$ cat src/rtl/int_alu_pkg.sv
package int_alu_pkg;

   typedef enum logic [3:0] {
      OP_ADD_T  = 4'd0,
      OP_ADD_N  = 4'd1,
      OP_SUB_T  = 4'd2,
      OP_SUB_N  = 4'd3,
      OP_LT_S   = 4'd4,
      OP_LT_U   = 4'd5,
      OP_AND    = 4'd6,
      OP_OR     = 4'd7,
      OP_XOR    = 4'd8,
      OP_NOR    = 4'd9
   } alu_op_e;

   typedef enum logic [1:0] {
      BW_AND = 2'd0,
      BW_OR  = 2'd1,
      BW_XOR = 2'd2,
      BW_NOR = 2'd3
   } bw_sel_e;

   // Bitwise group takes zero-extended immediates
   function automatic logic op_is_bitwise(input logic [3:0] op);
      return (op >= 4'd6) && (op <= 4'd9);
   endfunction

   // Operations that run the adder in subtract mode
   function automatic logic op_uses_sub(input logic [3:0] op);
      return (op >= 4'd2) && (op <= 4'd5);
   endfunction

   function automatic logic op_traps(input logic [3:0] op);
      return (op == 4'd0) || (op == 4'd2);
   endfunction

endpackage

$ cat src/rtl/alu_opnd_prep.sv
module alu_opnd_prep
   import int_alu_pkg::*;
#(
   parameter int DATA_W = 32,
   parameter int IMM_W  = 16
) (
   input  logic [DATA_W-1:0] reg_b_i,
   input  logic [IMM_W-1:0]  imm_i,
   input  logic              use_imm_i,
   input  logic [3:0]        op_i,
   output logic [DATA_W-1:0] opnd_o
);
   localparam int PAD_W = DATA_W - IMM_W;

   logic [DATA_W-1:0] imm_wide;
   logic              fill_bit;

   always_comb begin
      fill_bit = op_is_bitwise(op_i) ? 1'b0 : imm_i[IMM_W-1];
   end

   generate
      if (PAD_W > 0) begin : g_pad
         assign imm_wide = {{PAD_W{fill_bit}}, imm_i};
      end else begin : g_nopad
         assign imm_wide = imm_i[DATA_W-1:0];
         logic unused_fill;
         assign unused_fill = fill_bit;
      end
   endgenerate

   assign opnd_o = use_imm_i ? imm_wide : reg_b_i;

   generate
      if (PAD_W > 0) begin : g_chk
         always_comb begin
            if (use_imm_i && op_is_bitwise(op_i))
               assert_imm_zext_R6: assert (opnd_o[DATA_W-1:IMM_W] == '0)
                  else $error("bitwise immediate not zero-extended");
            if (use_imm_i && !op_is_bitwise(op_i))
               assert_imm_sext_R6: assert (opnd_o[DATA_W-1] == imm_i[IMM_W-1])
                  else $error("arith immediate not sign-extended");
         end
      end
   endgenerate

endmodule

$ cat src/rtl/alu_byte_ext.sv
module alu_byte_ext #(
   parameter int DATA_W = 32,
   parameter int BYTE_W = 8
) (
   input  logic [BYTE_W-1:0] byte_i,
   input  logic              signed_i,
   output logic [DATA_W-1:0] wide_o
);
   localparam int PAD_W = DATA_W - BYTE_W;

   logic fill_bit;
   assign fill_bit = signed_i & byte_i[BYTE_W-1];

   generate
      if (PAD_W > 0) begin : g_pad
         assign wide_o = {{PAD_W{fill_bit}}, byte_i};
      end else begin : g_nopad
         assign wide_o = byte_i[DATA_W-1:0];
         logic unused_fill;
         assign unused_fill = fill_bit;
      end
   endgenerate

   always_comb begin
      assert_byte_low_R8: assert (wide_o[BYTE_W-1:0] == byte_i)
         else $error("byte field altered");
      if (!signed_i)
         assert_byte_zext_R8: assert (wide_o[DATA_W-1] == 1'b0 || PAD_W == 0)
            else $error("unsigned byte produced a set top bit");
   end

endmodule

$ cat src/rtl/alu_addsub.sv
module alu_addsub #(
   parameter int DATA_W       = 32,
   parameter bit RIPPLE_CHAIN = 1'b0
) (
   input  logic [DATA_W-1:0] a_i,
   input  logic [DATA_W-1:0] b_i,
   input  logic              sub_i,
   output logic [DATA_W-1:0] sum_o,
   output logic              carry_o,
   output logic              ovf_o
);
   localparam int MSB = DATA_W - 1;

   logic [DATA_W-1:0] b_eff;
   assign b_eff = sub_i ? ~b_i : b_i;

   generate
      if (RIPPLE_CHAIN) begin : g_ripple
         logic [DATA_W:0] c;
         assign c[0] = sub_i;
         for (genvar i = 0; i < DATA_W; i++) begin : g_bit
            assign sum_o[i] = a_i[i] ^ b_eff[i] ^ c[i];
            assign c[i+1]   = (a_i[i] & b_eff[i]) | (c[i] & (a_i[i] ^ b_eff[i]));
         end
         assign carry_o = c[DATA_W];
      end else begin : g_behav
         logic [DATA_W:0] full;
         assign full    = {1'b0, a_i} + {1'b0, b_eff} + {{DATA_W{1'b0}}, sub_i};
         assign sum_o   = full[DATA_W-1:0];
         assign carry_o = full[DATA_W];
      end
   endgenerate

   // Same-sign inputs to the adder with a flipped result sign
   assign ovf_o = (a_i[MSB] == b_eff[MSB]) && (sum_o[MSB] != a_i[MSB]);

   always_comb begin
      if (ovf_o)
         assert_ovf_sign_R2: assert (a_i[MSB] != sum_o[MSB])
            else $error("overflow without sign change");
   end

endmodule

$ cat src/rtl/alu_bitwise.sv
module alu_bitwise
   import int_alu_pkg::*;
#(
   parameter int DATA_W = 32
) (
   input  logic [DATA_W-1:0] a_i,
   input  logic [DATA_W-1:0] b_i,
   input  bw_sel_e           sel_i,
   output logic [DATA_W-1:0] y_o
);
   always_comb begin
      unique case (sel_i)
         BW_AND:  y_o = a_i & b_i;
         BW_OR:   y_o = a_i | b_i;
         BW_XOR:  y_o = a_i ^ b_i;
         default: y_o = ~(a_i | b_i);
      endcase
   end

   always_comb begin
      if (sel_i == BW_NOR)
         assert_nor_zero_R7: assert ((y_o & (a_i | b_i)) == '0)
            else $error("NOR set a bit with a one input");
   end

endmodule

$ cat src/rtl/int_alu.sv
module int_alu
   import int_alu_pkg::*;
#(
   parameter int DATA_W       = 32,
   parameter int IMM_W        = 16,
   parameter int BYTE_W       = 8,
   parameter bit RIPPLE_CHAIN = 1'b0
) (
   input  logic [DATA_W-1:0] a_i,
   input  logic [DATA_W-1:0] b_i,
   input  logic [IMM_W-1:0]  imm_i,
   input  logic              use_imm_i,
   input  logic [3:0]        op_i,
   input  logic [BYTE_W-1:0] byte_i,
   input  logic              byte_signed_i,
   output logic [DATA_W-1:0] result_o,
   output logic              trap_o,
   output logic [DATA_W-1:0] byte_ext_o
);
   localparam int MSB = DATA_W - 1;

   initial begin
      assert_param_widths: assert (DATA_W >= 2 && IMM_W >= 1 && IMM_W <= DATA_W
                                   && BYTE_W >= 1 && BYTE_W <= DATA_W)
         else $error("int_alu: illegal width parameters");
   end

   logic [DATA_W-1:0] opnd_b;
   logic [DATA_W-1:0] sum;
   logic              carry;
   logic              ovf;
   logic [DATA_W-1:0] bw_y;
   bw_sel_e           bw_sel;
   logic              lt_signed;
   logic              lt_unsigned;

   alu_opnd_prep #(.DATA_W(DATA_W), .IMM_W(IMM_W)) u_prep (
      .reg_b_i  (b_i),
      .imm_i    (imm_i),
      .use_imm_i(use_imm_i),
      .op_i     (op_i),
      .opnd_o   (opnd_b)
   );

   alu_addsub #(.DATA_W(DATA_W), .RIPPLE_CHAIN(RIPPLE_CHAIN)) u_addsub (
      .a_i    (a_i),
      .b_i    (opnd_b),
      .sub_i  (op_uses_sub(op_i)),
      .sum_o  (sum),
      .carry_o(carry),
      .ovf_o  (ovf)
   );

   always_comb begin
      case (op_i)
         4'd6:    bw_sel = BW_AND;
         4'd7:    bw_sel = BW_OR;
         4'd8:    bw_sel = BW_XOR;
         default: bw_sel = BW_NOR;
      endcase
   end

   alu_bitwise #(.DATA_W(DATA_W)) u_bitwise (
      .a_i  (a_i),
      .b_i  (opnd_b),
      .sel_i(bw_sel),
      .y_o  (bw_y)
   );

   alu_byte_ext #(.DATA_W(DATA_W), .BYTE_W(BYTE_W)) u_byte (
      .byte_i  (byte_i),
      .signed_i(byte_signed_i),
      .wide_o  (byte_ext_o)
   );

   // Compare from the subtract: signed uses sign xor overflow, unsigned uses borrow
   assign lt_signed   = sum[MSB] ^ ovf;
   assign lt_unsigned = ~carry;

   always_comb begin
      result_o = '0;
      case (op_i)
         4'd0, 4'd1, 4'd2, 4'd3: result_o = sum;
         4'd4:                   result_o = {{(DATA_W-1){1'b0}}, lt_signed};
         4'd5:                   result_o = {{(DATA_W-1){1'b0}}, lt_unsigned};
         4'd6, 4'd7, 4'd8, 4'd9: result_o = bw_y;
         default:                result_o = '0;
      endcase
   end

   assign trap_o = ovf & op_traps(op_i);

   always_comb begin
      if (op_i == 4'd1 || op_i == 4'd3)
         assert_no_trap_unsigned_R3: assert (!trap_o)
            else $error("non-trapping op raised trap");
      if (!(op_i == 4'd0 || op_i == 4'd2))
         assert_trap_ops_only_R10: assert (!trap_o)
            else $error("trap on an op that cannot trap");
      if (op_i == 4'd4 || op_i == 4'd5)
         assert_lt_word_R5: assert (result_o[DATA_W-1:1] == '0)
            else $error("compare result not 0 or 1");
      if (op_i >= 4'd10)
         assert_unused_op_R9: assert (result_o == '0)
            else $error("unused op gave nonzero result");
   end

endmodule

$ cat config.mk
export PLATFORM = sky130hd
export DESIGN_NAME = int_alu
export DESIGN_NICKNAME = d
export VERILOG_FILES = /design/src/rtl/int_alu_pkg.sv /design/src/rtl/alu_opnd_prep.sv /design/src/rtl/alu_byte_ext.sv /design/src/rtl/alu_addsub.sv /design/src/rtl/alu_bitwise.sv /design/src/rtl/int_alu.sv
export SDC_FILE = /design/constraint.sdc
export NUM_CORES = 1
export LEC_CHECK = 0
export BUFFER_PORTS_ARGS = -buffer_cell sky130_fd_sc_hd__buf_2
export CORE_ASPECT_RATIO = 1.2
export CORE_MARGIN = 8
export CORE_UTILIZATION = 54
export DETAILED_ROUTE_END_ITERATION = 12
export PLACE_DENSITY = 0.95
export SKIP_LAST_GASP = 1
export SLEW_MARGIN = 5
export SYNTH_ARGS = -nofsm -noshare
export SYNTH_HDL_FRONTEND = slang
export SYNTH_SLANG_ARGS = --single-unit
export TNS_END_PERCENT = 5
$ cat constraint.sdc
create_clock -name vclk -period 4.5
set_input_delay 0.225 -clock vclk [all_inputs]
set_output_delay 0.225 -clock vclk [all_outputs]
set_load 0.01 [all_outputs]
# Word level (Yosys, flattened, before mapping)
# Index checks and enable logic that the tools add are counted.
# Widths: inputs -> output; s select.
# totals
reg_bits	0
# op_classes
add_sub_neg	2
magnitude_cmp	4
eq_ne	13
n_mux	6
bitwise_logic	9
reduce_logical	8
# ops
op	count
$pmux 32 s4	1
$pmux 32 s3	1
$mux 32	2
$not 32->32	2
$add 32x32->33	1
$add 33x1->33	1
$and 32x32->32	1
$or 32x32->32	1
$xor 32x32->32	1
$eq 4x3->1 const B	4
$eq 4x2->1 const B	2
$eq 4x4->1 const B	2
$reduce_or 4->1	2
$pmux 2 s3	1
$eq 4x1->1 const B	1
$ge 4x2->1 const B	1
$ge 4x3->1 const B	1
$le 4x3->1 const B	1
$le 4x4->1 const B	1
$logic_not 4->1	1
$logic_and 1x1->1	3
$and 1x1->1	2
$eq 2x1->1 const B	1
$eq 2x2->1 const B	1
7 further kinds	7

# Depth between registers and ports, before layout
# Gate-level depths: netlist of run 1.
# logic_depth
word_depth	12
depth_mapped	18
depth_no_buf	16

# Modules after synthesis
# A second synthesis of run 1 with hierarchy kept.
# unflattened
cells_unflattened	742
area_unflattened_um2	5447.7
# by_module_without_submodules
mod	n_inst	cells_each	area_per_inst_um2
alu_bitwise	1	306	2212.1
alu_addsub	1	276	1983.2
alu_opnd_prep	1	61	530.5
int_alu	1	66	475.5
alu_byte_ext	1	33	246.5

# Worst setup path after synthesis of run 1
# OpenSTA, ideal clock, no wires.
# synth_timing
path_type	input to output
from	in op_i[1]
to	out result_o[0]
arrival_time_ps	3561
required_ps	4275
setup_slack_ps	714
stages	17
path_cell_list	nor2_1 > nand2_1 > nand2_1 > o21ai_0 > clkbuf_1 > o21ai_0 > xnor2_1 > ha_1 > clkbuf_1 > and3_1 > nand2_1 > a2111oi_0 > nor2_1 > a31oi_4 > a31o_4 > nor4_1 > or4_1
# synth_between
elab_chain_cells	12
elab_cells_between_ends	35
# synth_lines
element	line	rtl
start, declared	int_alu.sv:13	input logic [3:0] op_i,
$ge 4x3->1 or $le 4x4->1 (tied branches)	n/a	
$logic_and 1x1->1	int_alu_pkg.sv:25	return (op >= 4'd6) && (op <= 4'd9);
$mux 1	alu_opnd_prep.sv:19	fill_bit = op_is_bitwise(op_i) ? 1'b0 : imm_i[IMM_W-1];
$mux 32	alu_opnd_prep.sv:32	assign opnd_o = use_imm_i ? imm_wide : reg_b_i;
$not 32->32	alu_addsub.sv:15	assign b_eff = sub_i ? ~b_i : b_i;
$mux 32	alu_addsub.sv:15	
$add 32x32->33	alu_addsub.sv:28	assign full = {1'b0, a_i} + {1'b0, b_eff} + {{DATA_W{1'b0}}, sub_i};
$add 33x1->33	alu_addsub.sv:28	
$ne 1x1->1	alu_addsub.sv:35	assign ovf_o = (a_i[MSB] == b_eff[MSB]) && (sum_o[MSB] != a_i[MSB]);
$logic_and 1x1->1	alu_addsub.sv:35	
$xor 1x1->1	int_alu.sv:77	assign lt_signed = sum[MSB] ^ ovf;
$pmux 32 s4 (*)	int_alu.sv:82	case (op_i)
end, declared	int_alu.sv:16	output logic [DATA_W-1:0] result_o,
# Every way passes the cells marked *; elsewhere a longest branch is shown, timed or not.

# Worst setup path in the final report of run 1
# layout_timing
from	in op_i[3]
to	out result_o[0]
# The elaborated chain is that of the path after synthesis.

==> metrics.yaml, run 1 <==
critical_path:
  critical_path.max_stage_delay_ns: 0.56
  crit_buf_inv: 3
  path_cells: "buf_2 -> and3b_2 -> o21ai_0 -> buf_4 -> o21ai_0 -> xnor2_1 -> ha_1 -> a21oi_1 -> o21bai_1 -> a21oi_1 -> a2111oi_2 -> nor2_1 -> a31oi_4 -> a31o_4 -> nor4_1 -> or4_1 -> buf_2"
  cpMaxStageDelayCell: "or4_1"
  crit_path_start_kind: "primary input"
  cp.required_ns: 4.28
  cp.arrival_ns: 3.99
  path_max_fanout: 16
  criticalPathCategory: "primary input to output pin"
  path_delay_family: "compound AO/OA/AOI/OAI gates"
  endpoint_kind: "output pin"
synth:
  syn_area_per_cell_sq_um: 7.146
  synthDistinctLibCells: 55
  yosys-top-cells-area: "ha_1, xnor2_1, inv_1, buf_4, o221ai_1"
  yosysTopAreaCell: "ha_1"
  synthesis.area_sq_um: 4702
  synth_seq_area_share_pct: 0
  synth.top_cell.area_share_pct: 25.28
  ys_warn_count: 0
  netlist_instances: 658
  syn_nets: 848
placed_design:
  portBuffers: 145
  place_area_sq_um: 5260
  dp_hpwl_um: 11100
  place.gp.congestion: 0.9858
route:
  avgRoutedWirePerCell_um: 16.38
  vias: 5141
  drt_iter0_drc: 260
  dr.pass1.iters: 5
  vias_per_cell: 5.978
  antenna_violating_nets_post_route: 0
  wl_um: 14080
  drc: 0
finish:
  fin_nets: 934
  drive_gt1_share_pct: 22.51
  nFillCells: 763
  finalInstanceArea_sq_um: 5269
  regArea_sq_um: 0
  area_delta_synth_final_pct: 12.05
  seq_cell_count: 0
  clkbuf_count: 0
  multi_input_area_sq_um: 4031
sta:
  finalCritPeriodShare_pct: 93.56
  timing.hold.ws_ns: 0.4500
  rsz0062_at_grt: "false"
  tightestPinTransition_ns: 1.204
  setup_tns_ns: 0
  hold_violations: 0
  drv_slew: 0
  layout_min_cycle_time_ns: 4.210
  slew_headroom_pct: 19.71
  finalSetupViolations: 0
  clock.fmax_mhz: 237.5
cts:
  postCtsHoldBufs: 0
floorplan:
  start_util_pct: 55.20
  die_h_um: 118.2
  core_sq_um: 8518
  die_w_um: 101.2
  io_pins: 159
  dieArea_sq_um: 11960
  rows: 37
global_route:
  overflow: 0
  track_usage_pct: 21.59
  antenna_found_initial: 1
  grt_pass1_wl_um: 22360
  grt_pass1_vias: 4856
  grt_start_max_net_pins: 70
run_status:
  status: "complete, no violations"
pwr:
  powerDensity_nw_per_um2: 189.3
  vdd_drop_max_mv: 0.1126
  p_leak_nw: 2.708
job:
  drv_cap: 0
worst_hold_path:
  hold_class: "primary input to output pin"
-- metrics by stage --
step	total power [mW]	util [%]	cells	setup WS (ns)
final	0.9973	61.85	860	0.2899
after global routing	1.100	61.85	860	0.04019
after CTS	0.9833	61.75	859	0.3182
after detailed placement	0.9768	61.75	859	0.3506
after global placement	0.9528	61.75	859	0.4382
after floorplan	0.7279	-	658	0.7139
-- worst paths after layout --
| check | startpoint | to | slack (ns) | cells past startpoint |
|---|---|---|---|---|
| worst min-delay path | byte_i[5] | byte_ext_o[5] | 0.45 | 0 |
| worst max-delay path | op_i[3] | result_o[0] | 0.29 | 17 |
-- layout by cell type, fill, tap and decap left out, types with 3 or more instances in the layout --
cell type and n:
nand2_1 53, a221oi_1 5, nand3_1 8, a21o_1 13, and3_1 3, nand4_1 3, a31oi_1 4, buf_2 145
nor3b_1 4, a21oi_1 38, xnor2_1 48, ha_1 95, o21bai_1 8, a22oi_1 27, o221ai_1 26, o211ai_1 30
nor3_1 4, a211oi_1 6, and2_1 3, nor2_1 24, inv_1 77, nand2b_1 4, xor2_1 13, mux2i_1 16
o21ai_0 38, buf_4 9
-- area by class of cell --
cell class	count	share of cell area, %
Multi-Input combinational cell	510	76.51
Antenna cell	1	0.04749
Timing Repair Buffer	154	15.06
Tap cell	117	2.778
Inverter	78	5.604
-- report_power, final --
| part | leakage (nW) | internal (mW) | switching (mW) |
|---|---|---|---|
| registers | 0 | 0 | 0 |
| clock network | 0.00000634 | 0.0000000299 | 0 |
| logic | 2.71 | 0.418 | 0.579 |
-- kinds of logic (layout without fill, tap and decap cells) --
| family | count (synthesis) | count (layout) | synth area share [%] |
|---|---|---|---|
| AND/OR/NAND/NOR | 120 | 120 | 11.97 |
| other | 0 | 1 | 0 |
| XOR/XNOR | 61 | 61 | 11.36 |
| buffers and inverters | 148 | 232 | 14.58 |
| multiplexers | 17 | 17 | 3.885 |
| AO/OA/AOI/OAI | 216 | 216 | 32.49 |
| adder cells (fa/ha/maj) | 96 | 96 | 25.71 |
-- synth_stat cells (all sizes together), types with 3 or more instances --
master	number
a2111oi	3
a211oi	6
a21o	13
a21oi	40
a221oi	5
a22oi	27
a31oi	5
and2	3
and3	3
buf	34
clkbuf	36
ha	95
inv	78
mux2i	17
nand2	53
nand2b	4
nand3	8
nand4	3
nor2	25
nor3	4
nor3b	4
o211ai	30
o21ai	39
o21bai	8
o221ai	26
xnor2	48
xor2	13
-- metal layers --
| metal | global-route usage [%] | up-vias | part of all wire (%) |
|---|---|---|---|
| met3 | 3.993 | 26 | 9.8 |
| li1 | - | 2525 | - |
| met5 | 0 | - | 0 |
| met2 | 37.92 | 243 | 48 |
| met1 | 25.20 | 2347 | 40 |
| met4 | 7.470 | 0 | 2.2 |
-- what timing repair did --
action,4_1_cts,5_1_grt
endpoints found under the setup margin,0,1
gates resized for setup,0,2
hold endpoints to repair,0,0
buffers inserted,0,0
No activity file was read; power rests on OpenSTA's default activity.
==> run 2, diff against run 1 <==
Settings changed: CORE_UTILIZATION 54 to 49, PLACE_DENSITY 0.95 to 0.92.
Clock period 4.5 ns to 3.5 ns, I/O delays scaled along.
==> run 2 against run 1 <==
Effect of this change:
- routed wire length up 26%
- cell count up 15%
- flip-flop and latch count unchanged
- the run now ends with setup timing left
- critical path depth unchanged
- core utilization up 7.6 points
- setup slack worse by 0.41 ns
- clock-buffer cell count unchanged
- final area up 24%
- non-clock buffer count up 119
- first-iteration DRC count up 22%
- total power up 76%
==> metrics.yaml, run 2 (synthesis results as in run 1) <==
pwr:
  p_leak_nw: 3.342  # was 2.708 nW
  p_int_mw: 0.8314  # was 0.4180 mW
  power_frac_clock_pct: 0  # about the same
  seqPwrFrac_pct: 0  # about the same
  power_mw: 1.752  # was 0.9973 mW
  comb_power_share_pct: 100.0  # about the same
  switching_power_mw: 0.9210  # was 0.5793 mW
  vdd_drop_max_mv: 0.1615  # was 0.1126 mV
  swShare_pct: 52.56  # was 58.09%
  powerDensity_nw_per_um2: 268.0  # was 189.3 nW/um^2
global_route:
  grt_pass1_wl_um: 26230  # was 22360 um
  track_usage_pct: 23.24  # was 21.59%
  grt_pass1_vias: 5738  # was 4856
  grt_start_max_net_pins: 70  # unchanged
  overflow: 0  # unchanged
  antenna_found_initial: 1  # unchanged
placed_design:
  dp_hpwl_um: 12640  # was 11100 um
  place.gp.congestion: 0.9376  # was 0.9858
  portBuffers: 145  # unchanged
  dp.cells: 963  # was 859
sta:
  clock.fmax_mhz: 276.0
  tightestPinTransition_ns: 1.337  # was 1.204 ns
  finalSetupViolations: 5  # was 0
  rsz0062_at_grt: "true"  # was false
  layout_min_cycle_time_ns: 3.624
  timing.hold.ws_ns: 0.3500  # was 0.4500 ns
  drv_slew: 0  # unchanged
  hold_violations: 0  # unchanged
  slew_headroom_pct: 10.88  # was 19.71%
  finalCritPeriodShare_pct: 103.5
  timing.final.ws_setup_ns: -0.1238  # was 0.2899 ns
finish:
  final_common_cell: "buf_2"  # unchanged
  layout_common_cells: "buf_2, buf_4, ha_1"  # was buf_2, ha_1, inv_1
  clkbuf_count: 0  # unchanged
  seq_cell_count: 0  # unchanged
  regArea_sq_um: 0  # unchanged
  area_delta_synth_final_pct: 39.09  # was 12.05%
  drive_gt1_share_pct: 39.14  # was 22.51%
  fin_util_pct: 69.44  # was 61.85%
  fin_nets: 1053  # was 934
  finalNonFillerCells: 985  # was 860
run_status:
  status: "finished, violations left"  # was complete, no violations
  violations: "setup timing"
critical_path:
  endpoint: "result_o[0]"  # unchanged
  cp.required_ns: 3.32  # was 4.28 ns
  cp.arrival_ns: 3.45  # was 3.99 ns
  crit_path_start_kind: "primary input"  # unchanged
  critPathLaunch: "op_i[2]"  # was op_i[3]
  path_max_fanout: 8  # was 16
  endpoint_kind: "output pin"  # unchanged
  criticalPathCategory: "primary input to output pin"  # unchanged
route:
  drc: 0  # unchanged
  avgRoutedWirePerCell_um: 18.05  # was 16.38 um
  wl_um: 17780  # was 14080 um
  vias_per_cell: 6.041  # was 5.978
  drt_iter0_drc: 317  # was 260
  dr.pass1.iters: 6  # was 5
  antenna_violating_nets_post_route: 0  # unchanged
  wl_met2_um: 8923  # was 6714 um
  met1_length_um: 6536  # was 5684 um
  wl_met3_um: 1474  # was 1375 um
  vias: 5950  # was 5141
  maxUsedRoutingLayer: "met4"  # unchanged
floorplan:
  io_pins: 159  # unchanged
  dieArea_sq_um: 13000  # was 11960 sq um
  die_w_um: 105.4  # was 101.2 um
  rows: 39  # was 37
  core_sq_um: 9418  # was 8518 sq um
  die_h_um: 123.3  # was 118.2 um
  start_util_pct: 49.93  # was 55.20%
worst_hold_path:
  hold_depth: 0  # unchanged
  hold_class: "primary input to output pin"  # unchanged
cts:
  postCtsHoldBufs: 0  # unchanged
job:
  drv_cap: 0  # unchanged
## run 2: cell count changes in the layout (fill, tap and decap cells not counted), sizes merged
| cell | before | now |
|---|---|---|
| buf | 154 | 271 |
| clkbuf | 0 | 2 |
## run 2: critical path: stages
cell,delay (ns)
buf_12,0.11
and3b_2,0.22
o21ai_2,0.14
buf_6,0.20
o21ai_1,0.14
xnor2_1,0.15
ha_1,0.38
o21a_1,0.20
o21ai_0,0.22
nand2b_1,0.13
a41oi_1,0.23
a31oi_1,0.07
a31oi_2,0.23
o21ai_1,0.13
a2111oi_0,0.40
or4_1,0.17
buf_2,0.13
## run 2: timing repair
item | in CTS | in global routing
endpoints found under the setup margin | 14 | 18
buffers inserted | 7 | 14
cloned | 0 | 1
pin swaps | 13 | 37
gates resized for setup | 39 | 60
## run 2: power by group through the flow
stage,clock network [mW],logic [mW],registers [mW]
global route,0.0000000382,1.89,0
floorplan,0,0.938,0
finish,0.0000000383,1.75,0
global placement,0,1.46,0
CTS,0,1.58,0
detailed placement,0,1.50,0
## run 2: area by class of cell
class                      count  area [sq um]
multi-input combinational    510          4324
inverter                      78         295.3
antenna                        1         2.502
tap                          123         153.9
timing repair buffer         273          1764
fill                         695          2878
## run 2: worst min path at each step
stage | slack, ns | start | end
2_1_floorplan | 0.44 | byte_i[0] | byte_ext_o[0]
3_3_place_gp | 0.35 | byte_i[0] | byte_ext_o[0]
3_5_place_dp | 0.35 | byte_i[0] | byte_ext_o[0]
4_1_cts | 0.35 | byte_i[0] | byte_ext_o[0]
5_1_grt | 0.35 | byte_i[2] | byte_ext_o[2]
6_report | 0.35 | byte_i[2] | byte_ext_o[2]
## run 2: metrics by stage
stage | setup WS [ns] | cell area, sq um | setup TNS (ns)
after floorplan | 0.04538 | 4712 | 0
after global placement | -0.1854 | 6007 | -0.3252
after detailed placement | -0.2296 | 6007 | -1.036
after CTS | -0.01044 | 6165 | -0.02107
after global routing | -0.3380 | 6540 | -2.411
final | -0.1238 | 6540 | -0.3052
## run 2: per-layer routing
layer | vias to the layer above | track usage [%]
met4 | 0 | 8.937
met3 | 78 | 4.536
met2 | 328 | 43.70
met1 | 2796 | 25.13
li1 | 2748 | -
met5 | - | 0
